## config.mk

```make
export PLATFORM = sky130hd
export DESIGN_NAME = bscan_segment
export DESIGN_NICKNAME = d
export VERILOG_FILES = /design/src/rtl/bscan_seg_pkg.sv /design/src/rtl/bsr_chain.sv /design/src/rtl/bsr_update.sv /design/src/rtl/bsr_pin_ctl.sv /design/src/rtl/bscan_segment.sv
export SDC_FILE = /design/constraint.sdc
export NUM_CORES = 1
export LEC_CHECK = 0
export ABC_CLOCK_PERIOD_IN_PS = 1290
export BUFFER_PORTS_ARGS = -buffer_cell sky130_fd_sc_hd__buf_2
export CORE_UTILIZATION = 25
export DETAILED_ROUTE_END_ITERATION = 8
export PLACE_DENSITY = 0.51
export SLEW_MARGIN = 20
export SYNTH_ARGS = -nofsm -noshare
export SYNTH_HDL_FRONTEND = slang
export SYNTH_SLANG_ARGS = --single-unit
```

## constraint.sdc

```tcl
create_clock -name clk -period 1.29 [get_ports clk]
set_input_delay 0.0645 -clock clk [delete_from_list [all_inputs] [get_ports clk]]
set_output_delay 0.0645 -clock clk [all_outputs]
set_load 0.05 [all_outputs]
```

## src/rtl/bscan_seg_pkg.sv

```systemverilog
// Package: cell kinds and index layout shared by the boundary scan segment.
// Assumes every group count is at least 1.
package bscan_seg_pkg;

    typedef enum logic [2:0] {
        CK_IN   = 3'd0,   // observe-only, input pin
        CK_INT  = 3'd1,   // placeholder, no pin
        CK_OUT2 = 3'd2,   // two-state output
        CK_OUT3 = 3'd3,   // tri-state output of a bus pin
        CK_BOBS = 3'd4,   // observe-only, bus pad input
        CK_CTL  = 3'd5    // group control cell
    } cell_kind_e;

    // Kind of the cell at index idx (0 = tdo end).
    function automatic cell_kind_e cell_kind(input int idx, input int ni, input int nx,
                                             input int no2, input int nb);
        int b2;
        int bb;
        b2 = ni + nx;
        bb = b2 + no2;
        if (idx < ni)                 return CK_IN;
        else if (idx < b2)            return CK_INT;
        else if (idx < bb)            return CK_OUT2;
        else if (idx < bb + 2 * nb)   return ((idx - bb) % 2 == 0) ? CK_OUT3 : CK_BOBS;
        else                          return CK_CTL;
    endfunction

endpackage

```

## src/rtl/bsr_chain.sv

```systemverilog
// Capture/shift stage of every cell. Knows the layout, builds the capture
// vector per cell kind and taps the bits that feed the update latches.
// Assumes the strobes are single-cycle and qualified by the TAP.
module bsr_chain #(
    parameter int N_IN   = 3,
    parameter int N_INT  = 2,
    parameter int N_OUT2 = 2,
    parameter int N_BUS  = 8
) (
    input  logic              clk,
    input  logic              rst_n,
    input  logic              capture_en,
    input  logic              shift_en,
    input  logic              tdi,
    input  logic [N_IN-1:0]   in_pin,
    input  logic [N_OUT2-1:0] core_out2,
    input  logic [N_BUS-1:0]  core_bd_out,
    input  logic              core_bd_oe,
    input  logic [N_BUS-1:0]  bd_pin_in,
    output logic              tdo,
    output logic [N_OUT2-1:0] tap_out2,
    output logic [N_BUS-1:0]  tap_bd,
    output logic              tap_ctl
);
    import bscan_seg_pkg::*;

    localparam int B2  = N_IN + N_INT;
    localparam int BB  = B2 + N_OUT2;
    localparam int LEN = BB + 2 * N_BUS + 1;

    logic [LEN-1:0] cells;
    logic [LEN-1:0] cap_vec;

    // Per-cell capture source, selected by the cell's kind.
    for (genvar i = 0; i < LEN; i++) begin : g_cap
        localparam cell_kind_e KIND = cell_kind(i, N_IN, N_INT, N_OUT2, N_BUS);
        if (KIND == CK_IN) begin : g_in
            assign cap_vec[i] = in_pin[i];
        end else if (KIND == CK_INT) begin : g_int
            assign cap_vec[i] = 1'b0;
        end else if (KIND == CK_OUT2) begin : g_o2
            assign cap_vec[i] = core_out2[i - B2];
        end else if (KIND == CK_OUT3) begin : g_o3
            assign cap_vec[i] = core_bd_out[(i - BB) / 2];
        end else if (KIND == CK_BOBS) begin : g_bo
            assign cap_vec[i] = bd_pin_in[(i - BB - 1) / 2];
        end else begin : g_ctl
            assign cap_vec[i] = ~core_bd_oe;
        end
    end

    // Capture has priority over shift; shift moves data toward cell 0.
    always_ff @(posedge clk) begin
        if (!rst_n)          cells <= '0;
        else if (capture_en) cells <= cap_vec;
        else if (shift_en)   cells <= {tdi, cells[LEN-1:1]};
    end

    assign tdo     = cells[0];
    assign tap_ctl = cells[LEN-1];
    for (genvar k = 0; k < N_OUT2; k++) begin : g_t2
        assign tap_out2[k] = cells[B2 + k];
    end
    for (genvar k = 0; k < N_BUS; k++) begin : g_tb
        assign tap_bd[k] = cells[BB + 2 * k];
    end


    shift_move_chk: assert property (@(posedge clk) disable iff (!rst_n)
        shift_en && !capture_en |=> tdo == $past(cells[1]));

    cap_prio_chk: assert property (@(posedge clk) disable iff (!rst_n)
        capture_en && shift_en |=> tdo == $past(cap_vec[0]));

endmodule

```

## src/rtl/bsr_update.sv

```systemverilog
// Update latch bank: loads from the scan stage on the update strobe only.
// Reset value is a parameter so control latches can reset to "disabled".
module bsr_update #(
    parameter int         W       = 4,
    parameter logic [W-1:0] RST_VAL = '0
) (
    input  logic         clk,
    input  logic         rst_n,
    input  logic         update_en,
    input  logic [W-1:0] d,
    output logic [W-1:0] q
);
    // Hold unless the update strobe is present.
    always_ff @(posedge clk) begin
        if (!rst_n)         q <= RST_VAL;
        else if (update_en) q <= d;
    end
endmodule

```

## src/rtl/bsr_pin_ctl.sv

```systemverilog
// Pin selection: core signals in functional mode, update latches in test
// mode; the all-off request overrides every bus enable in both modes.
module bsr_pin_ctl #(
    parameter int N_OUT2 = 2,
    parameter int N_BUS  = 8
) (
    input  logic              test_mode,
    input  logic              all_hiz,
    input  logic [N_OUT2-1:0] core_out2,
    input  logic [N_OUT2-1:0] upd_out2,
    input  logic [N_BUS-1:0]  core_bd_out,
    input  logic              core_bd_oe,
    input  logic [N_BUS-1:0]  upd_bd,
    input  logic              upd_ctl,
    output logic [N_OUT2-1:0] pin_out2,
    output logic [N_BUS-1:0]  bd_pin_out,
    output logic [N_BUS-1:0]  bd_pin_oe
);
    logic grp_en;

    // One enable for the whole bus group.
    always_comb begin
        grp_en = test_mode ? ~upd_ctl : core_bd_oe;
        if (all_hiz) grp_en = 1'b0;
    end

    for (genvar k = 0; k < N_OUT2; k++) begin : g_o2
        assign pin_out2[k] = test_mode ? upd_out2[k] : core_out2[k];
    end
    for (genvar k = 0; k < N_BUS; k++) begin : g_bd
        assign bd_pin_out[k] = test_mode ? upd_bd[k] : core_bd_out[k];
        assign bd_pin_oe[k]  = grp_en;
    end
endmodule

```

## src/rtl/bscan_segment.sv

```systemverilog
// Top of the boundary scan segment: scan stage, data and control update
// latches, pin selection. Strobes come from an external TAP controller.
module bscan_segment #(
    parameter int N_IN   = 3,
    parameter int N_INT  = 2,
    parameter int N_OUT2 = 2,
    parameter int N_BUS  = 8
) (
    input  logic              clk,
    input  logic              rst_n,
    input  logic              capture_en,
    input  logic              shift_en,
    input  logic              update_en,
    input  logic              test_mode,
    input  logic              all_hiz,
    input  logic              tdi,
    output logic              tdo,
    input  logic [N_IN-1:0]   in_pin,
    input  logic [N_OUT2-1:0] core_out2,
    output logic [N_OUT2-1:0] pin_out2,
    input  logic [N_BUS-1:0]  core_bd_out,
    input  logic              core_bd_oe,
    input  logic [N_BUS-1:0]  bd_pin_in,
    output logic [N_BUS-1:0]  bd_pin_out,
    output logic [N_BUS-1:0]  bd_pin_oe
);
    localparam int DW = N_OUT2 + N_BUS;

    logic [N_OUT2-1:0] tap_out2;
    logic [N_BUS-1:0]  tap_bd;
    logic              tap_ctl;
    logic [DW-1:0]     dat_q;
    logic [0:0]        ctl_q;

    bsr_chain #(.N_IN(N_IN), .N_INT(N_INT), .N_OUT2(N_OUT2), .N_BUS(N_BUS)) u_chain (
        .clk(clk), .rst_n(rst_n), .capture_en(capture_en), .shift_en(shift_en),
        .tdi(tdi), .in_pin(in_pin), .core_out2(core_out2), .core_bd_out(core_bd_out),
        .core_bd_oe(core_bd_oe), .bd_pin_in(bd_pin_in), .tdo(tdo),
        .tap_out2(tap_out2), .tap_bd(tap_bd), .tap_ctl(tap_ctl)
    );

    bsr_update #(.W(DW), .RST_VAL('0)) u_dat (
        .clk(clk), .rst_n(rst_n), .update_en(update_en),
        .d({tap_bd, tap_out2}), .q(dat_q)
    );

    bsr_update #(.W(1), .RST_VAL(1'b1)) u_ctl (
        .clk(clk), .rst_n(rst_n), .update_en(update_en),
        .d(tap_ctl), .q(ctl_q)
    );

    bsr_pin_ctl #(.N_OUT2(N_OUT2), .N_BUS(N_BUS)) u_pins (
        .test_mode(test_mode), .all_hiz(all_hiz),
        .core_out2(core_out2), .upd_out2(dat_q[N_OUT2-1:0]),
        .core_bd_out(core_bd_out), .core_bd_oe(core_bd_oe),
        .upd_bd(dat_q[DW-1:N_OUT2]), .upd_ctl(ctl_q[0]),
        .pin_out2(pin_out2), .bd_pin_out(bd_pin_out), .bd_pin_oe(bd_pin_oe)
    );


    cap_input_chk: assert property (@(posedge clk) disable iff (!rst_n)
        capture_en |=> tdo == $past(in_pin[0]));

    hiz_force_chk: assert property (@(posedge clk) disable iff (!rst_n)
        all_hiz |-> bd_pin_oe == '0);

    func_follow_chk: assert property (@(posedge clk) disable iff (!rst_n)
        !test_mode |-> pin_out2 == core_out2 && bd_pin_out == core_bd_out);

    ctl_drive_chk: assert property (@(posedge clk) disable iff (!rst_n)
        test_mode && !all_hiz && $past(rst_n) && $past(update_en)
        |-> bd_pin_oe == {N_BUS{~$past(tap_ctl)}});

    latch_hold_chk: assert property (@(posedge clk) disable iff (!rst_n)
        test_mode && $past(test_mode) && $past(rst_n) && !$past(update_en)
        |-> $stable(pin_out2) && $stable(bd_pin_out));

endmodule

```

## Word-level counts from Yosys, hierarchy flattened

Cells that the tools add are included.

- Add/subtract/negate cells: 0
- Shift-type cells: 0
- Multiplexer cells: 14
- Order comparisons: 0
- Reductions and logical operators: 2
- $mul: 0
- Div/mod/pow operators: 0
- Equality and inequality tests: 0
- Bitwise logic cells: 3

Operators with widths:

| cell | count |
|---|---|
| 24-bit two-way mux | 2 |
| 1-bit two-way mux | 12 |
| 1-bit inverter | 3 |
| 2-bit nonzero test | 1 |
| 2-bit OR reduction | 1 |

- Flip-flop bits (word level): 35
- Input bits: 30
- Memory bits (writable): 0
- Latch bits: 0
- Output and inout bits: 19
- Memory bits (read-only): 0
- Memories: 0
- Word-level logic and storage cells: 23

## Longest topological paths before layout

- Depth after elaboration: 3
- Mapped depth: 4
- Mapped depth without buffers: 2

## By module

Synthesis repeated with hierarchy kept, for this count alone.

- Cells, all modules: 170
- Area total of the unflattened synthesis: 1999.4 um^2

By module, submodules not included:

| module | area an instance (um^2) | cells each | instances | seq. area each (um^2) |
|---|---|---|---|---|
| bsr_chain | 1351.3 | 114 | 1 | 480.5 |
| bsr_update at u_dat | 374.1 | 31 | 1 | 200.2 |
| bsr_pin_ctl | 240.2 | 22 | 1 | 0.0 |
| bsr_update at u_ctl | 33.8 | 3 | 1 | 20.0 |

## Worst setup path after synthesis

No wires, ideal clock.

- Path kind: register to output
- Start: register u_ctl.q
- End: output bd_pin_oe[0]
- Data required time: 1.226 ns
- Cell stages (with the launch flop): 4
- Setup slack: 0.181 ns
- Arrival: 1.044 ns
- Path buffers: 1
- Path through: dfxtp_1 -> nand2b_1 -> a21oi_1 -> buf_4

- Cells in the longest elaborated chain, start to end: 3

RTL lines:

| item | line | source |
|---|---|---|
| start: declaration | bsr_update.sv:11 | `output logic [W-1:0] q` |
| start signal: assignment | bsr_update.sv:15 | `if (!rst_n) q <= RST_VAL;` |
| start signal: assignment | bsr_update.sv:16 | `else if (update_en) q <= d;` |
| 1-bit inverter | bsr_pin_ctl.sv:23 | `grp_en = test_mode ? ~upd_ctl : core_bd_oe;` |
| 1-bit two-way mux | bsr_pin_ctl.sv:23 |  |
| 1-bit two-way mux | bsr_pin_ctl.sv:24 | `if (all_hiz) grp_en = 1'b0;` |
| end: declaration | bscan_segment.sv:25 | `output logic [N_BUS-1:0] bd_pin_oe` |

Every way passes these cells.

## Final worst setup path

- Start: register u_ctl.q
- End: output bd_pin_oe[2]

Same word-level chain as after synthesis.

==> impl_results.md <==
- Met1 Track Usage GR: 0.129
- Worst-path cell chain: nand2b_4 -> a21oi_4 -> buf_4
- Max transition margin: 0.723
- First-pass GRT wire length: 5900 µm
- GRT Max-Usage Layer: met2
- Post-synth EDFFs: 0
- Top_reg_cell synth: dfxtp_1
- Input/output buffers: 48
- Final Hold Vio Count: 0
- Routed wire length per instance: about 12 µm
- WP data required: 1230 ps
- CTS buffer count: 5
- Cells after Synth: 161
- Top-area cell type share of the netlist area: 0.373
- Register area: 702 µm²
- Layout Skew: roughly 2.2 ps
- Area Growth Syn to Fin: 24.5%
- Chip Width: 88.6 µm
- Cell variety after synth: 16
- Core Footprint: 7250 µm²
- Fin crit period: roughly 1300 ps
- Outcome: finished, final reports clean
- Endpoints failing setup: 0
- Largest net degree at the start of global routing: 46
- GPL Wtd Cong: 0.655
- Max Cap Violations: 0
- CTS sink cnt: 35
- Static Leak: 1.23 nW
- Initial core utilization: 0.259
- Vias per cell: between 4 and 5
- Most frequent cells after synthesis: dfxtp_1, o211a_1, mux2_4, mux2_2
- Nets: around 230
- Drt pass-1 iters: 4
- Number of synthesized register bits: 35
- Power Dens Cells: 1200 nW/µm²
- Slew @ Worst Pin: 416 ps
- Sequential cell area fraction in the yosys report: 0.373
- CTS tree: built
- Max VDD drop: 0.495 mV
- RSZ-0062 raised after global routing: yes
- Critical path fanouts, max: 8
- Initial DRC Count: 25
- Total Routed Length: approximately 3800 µm
- Number of global-route vias before repair: 1,191
- # fillers: between 700 and 800
- Maximum level of the CTS H-tree: 2
- Async SR Flop Fraction: 0
- Yosys Warn Count: 0
- Cell with the most instances after synthesis: dfxtp_1
- Clk_lat worst skew: 280 ps
- ANT nets after route: 0
- Critical Path End Type: primary output
- CP Launch Type: flip-flop
- Antenna violations before repair: 0
- Clk slew on worst S/H paths: 70 ps
- Root Buffer: clkbuf_8
- Mapped cell area: 1880 µm²
- Total Power: 2.81 mW
- Met3 usage: 0.0429
- Avg Cell Area, Syn: 11.7 µm²
- Drc violations: 0
- Diodes inserted: 0
- Total die area: 7860 µm²
- Postcts setup bufs: 0
- CP max stage delay: about 320 ps
- Die Y: 88.6 µm
- Min Hold Slack: between 70 and 80 ps
- Fmax: 790 MHz
- CP bufs+invs: 1
- GRT overflow: 0
- Reg-to-reg slack, setup: 390 ps
- WS Path Type: flip-flop to primary output
- Final HPWL DP: ~2500 µm
- Area of the multi-input gates: 1040 µm²
- Layout cells sized above 1: 0.473
- Class of the worst hold path: input pin to flip-flop
- IO Count: 49
- GR Util All Layers: 0.101
- WP data arrival: 1200 ps
- Leading area contributor after synthesis: dfxtp_1
- Synth area leaders: dfxtp_1, mux2_4, o211a_1
- Met2 Resource Use GR: 0.157
- Slowest cell on the critical path: dfxtp_2
- Number of core rows: 31
- Fin crit share: 0.982
- Cell family with most CP delay: flip-flops
- Syn Nets: 191
- Fin. max-slew vios: 0
- Via count of the routed design: approximately 1,200
- Max clock buf depth: 2
[tightest hold or removal path, cell delays in order]
cell and delay, ps:
buf_2 90, nand2_1 50, o211a_1 110
[placed cells by master (no fill, tap or decap), types with 2 or more instances in the layout]
cell type / count
clkbuf_8: 6
nand2b_1: 12
nand2_1: 2
o211a_1: 22
buf_2: 40
nor2_1: 2
nor2b_1: 10
or2b_1: 11
buf_4: 9
buf_12: 3
mux2_4: 18
mux2i_1: 13
mux2_2: 14
dfxtp_1: 34
[routing by layer]
| layer | routed length, µm | part of all wire | vias up |
|---|---|---|---|
| met2 | 1620 | 0.43 | 37 |
| li1 | - | - | 645 |
| met3 | 201 | 0.053 | 2 |
| met4 | 19 | 0.0050 | 0 |
| met1 | 1940 | 0.51 | 564 |
| met5 | 0 | 0 | - |
[sequential cells by signal, summed over array words and instances (netlist names)]
signal / count
u_dat.q: 10
u_ctl.q: 1
u_chain.cells: 24
[kinds of logic (layout without fill, tap and decap cells)]
logic type | count (synthesis) | count (layout) | synth area share
multiplexers | 45 | 45 | 0.297
AND/OR/NAND/NOR | 38 | 38 | 0.129
AO/OA/AOI/OAI | 23 | 23 | 0.120
buffers and inverters | 20 | 62 | 0.0807
flip-flops | 35 | 35 | 0.373
[repair_timing]
action / 4_1_cts / 5_1_grt
endpoints found under the setup margin: 8 / 8
gates resized for setup: 10 / 3
hold buffers: 1 / 0
endpoints found under the hold margin: 1 / 0
[power by group]
part / internal [mW] / leakage (nW) / switching (mW)
combinational: 0.279 / 0.880 / 0.310
sequential: 1.15 / 0.289 / 0.0409
clock: 0.625 / 0.0612 / 0.406
total: 2.05 / 1.23 / 0.756
[final cells by class]
| type | instances | area share |
|---|---|---|
| Multi-Input combinational cell | 106 | 0.447 |
| Sequential cell | 35 | 0.300 |
| Timing Repair Buffer | 54 | 0.149 |
| Tap cell | 99 | 0.0530 |
| Clock buffer | 6 | 0.0354 |
| Clock inverter | 2 | 0.0150 |
[worst paths after layout]
kind,from,end,depth (start not counted)
max,u_ctl.q,bd_pin_oe[2],3
min,core_bd_oe,u_chain.cells[23],3
max reg2reg,u_chain.cells[21],u_chain.cells[21],2
min reg2reg,u_ctl.q,u_ctl.q,2
[metrics by stage]
stage | cell area, µm² | worst slack, ps | utilization | setup TNS (ps) | cells
2_1_floorplan | 1880 | 181 | - | 0 | 161
3_3_place_gp | 2160 | 169 | 0.298 | 0 | 293
3_5_place_dp | 2160 | 98.7 | 0.298 | 0 | 293
4_1_cts | 2320 | -23.6 | 0.320 | -173 | 302
5_1_grt | 2340 | -68.1 | 0.322 | -473 | 302
6_report | 2340 | 23.8 | 0.322 | 0 | 302
(Power assumes the default switching activity.)
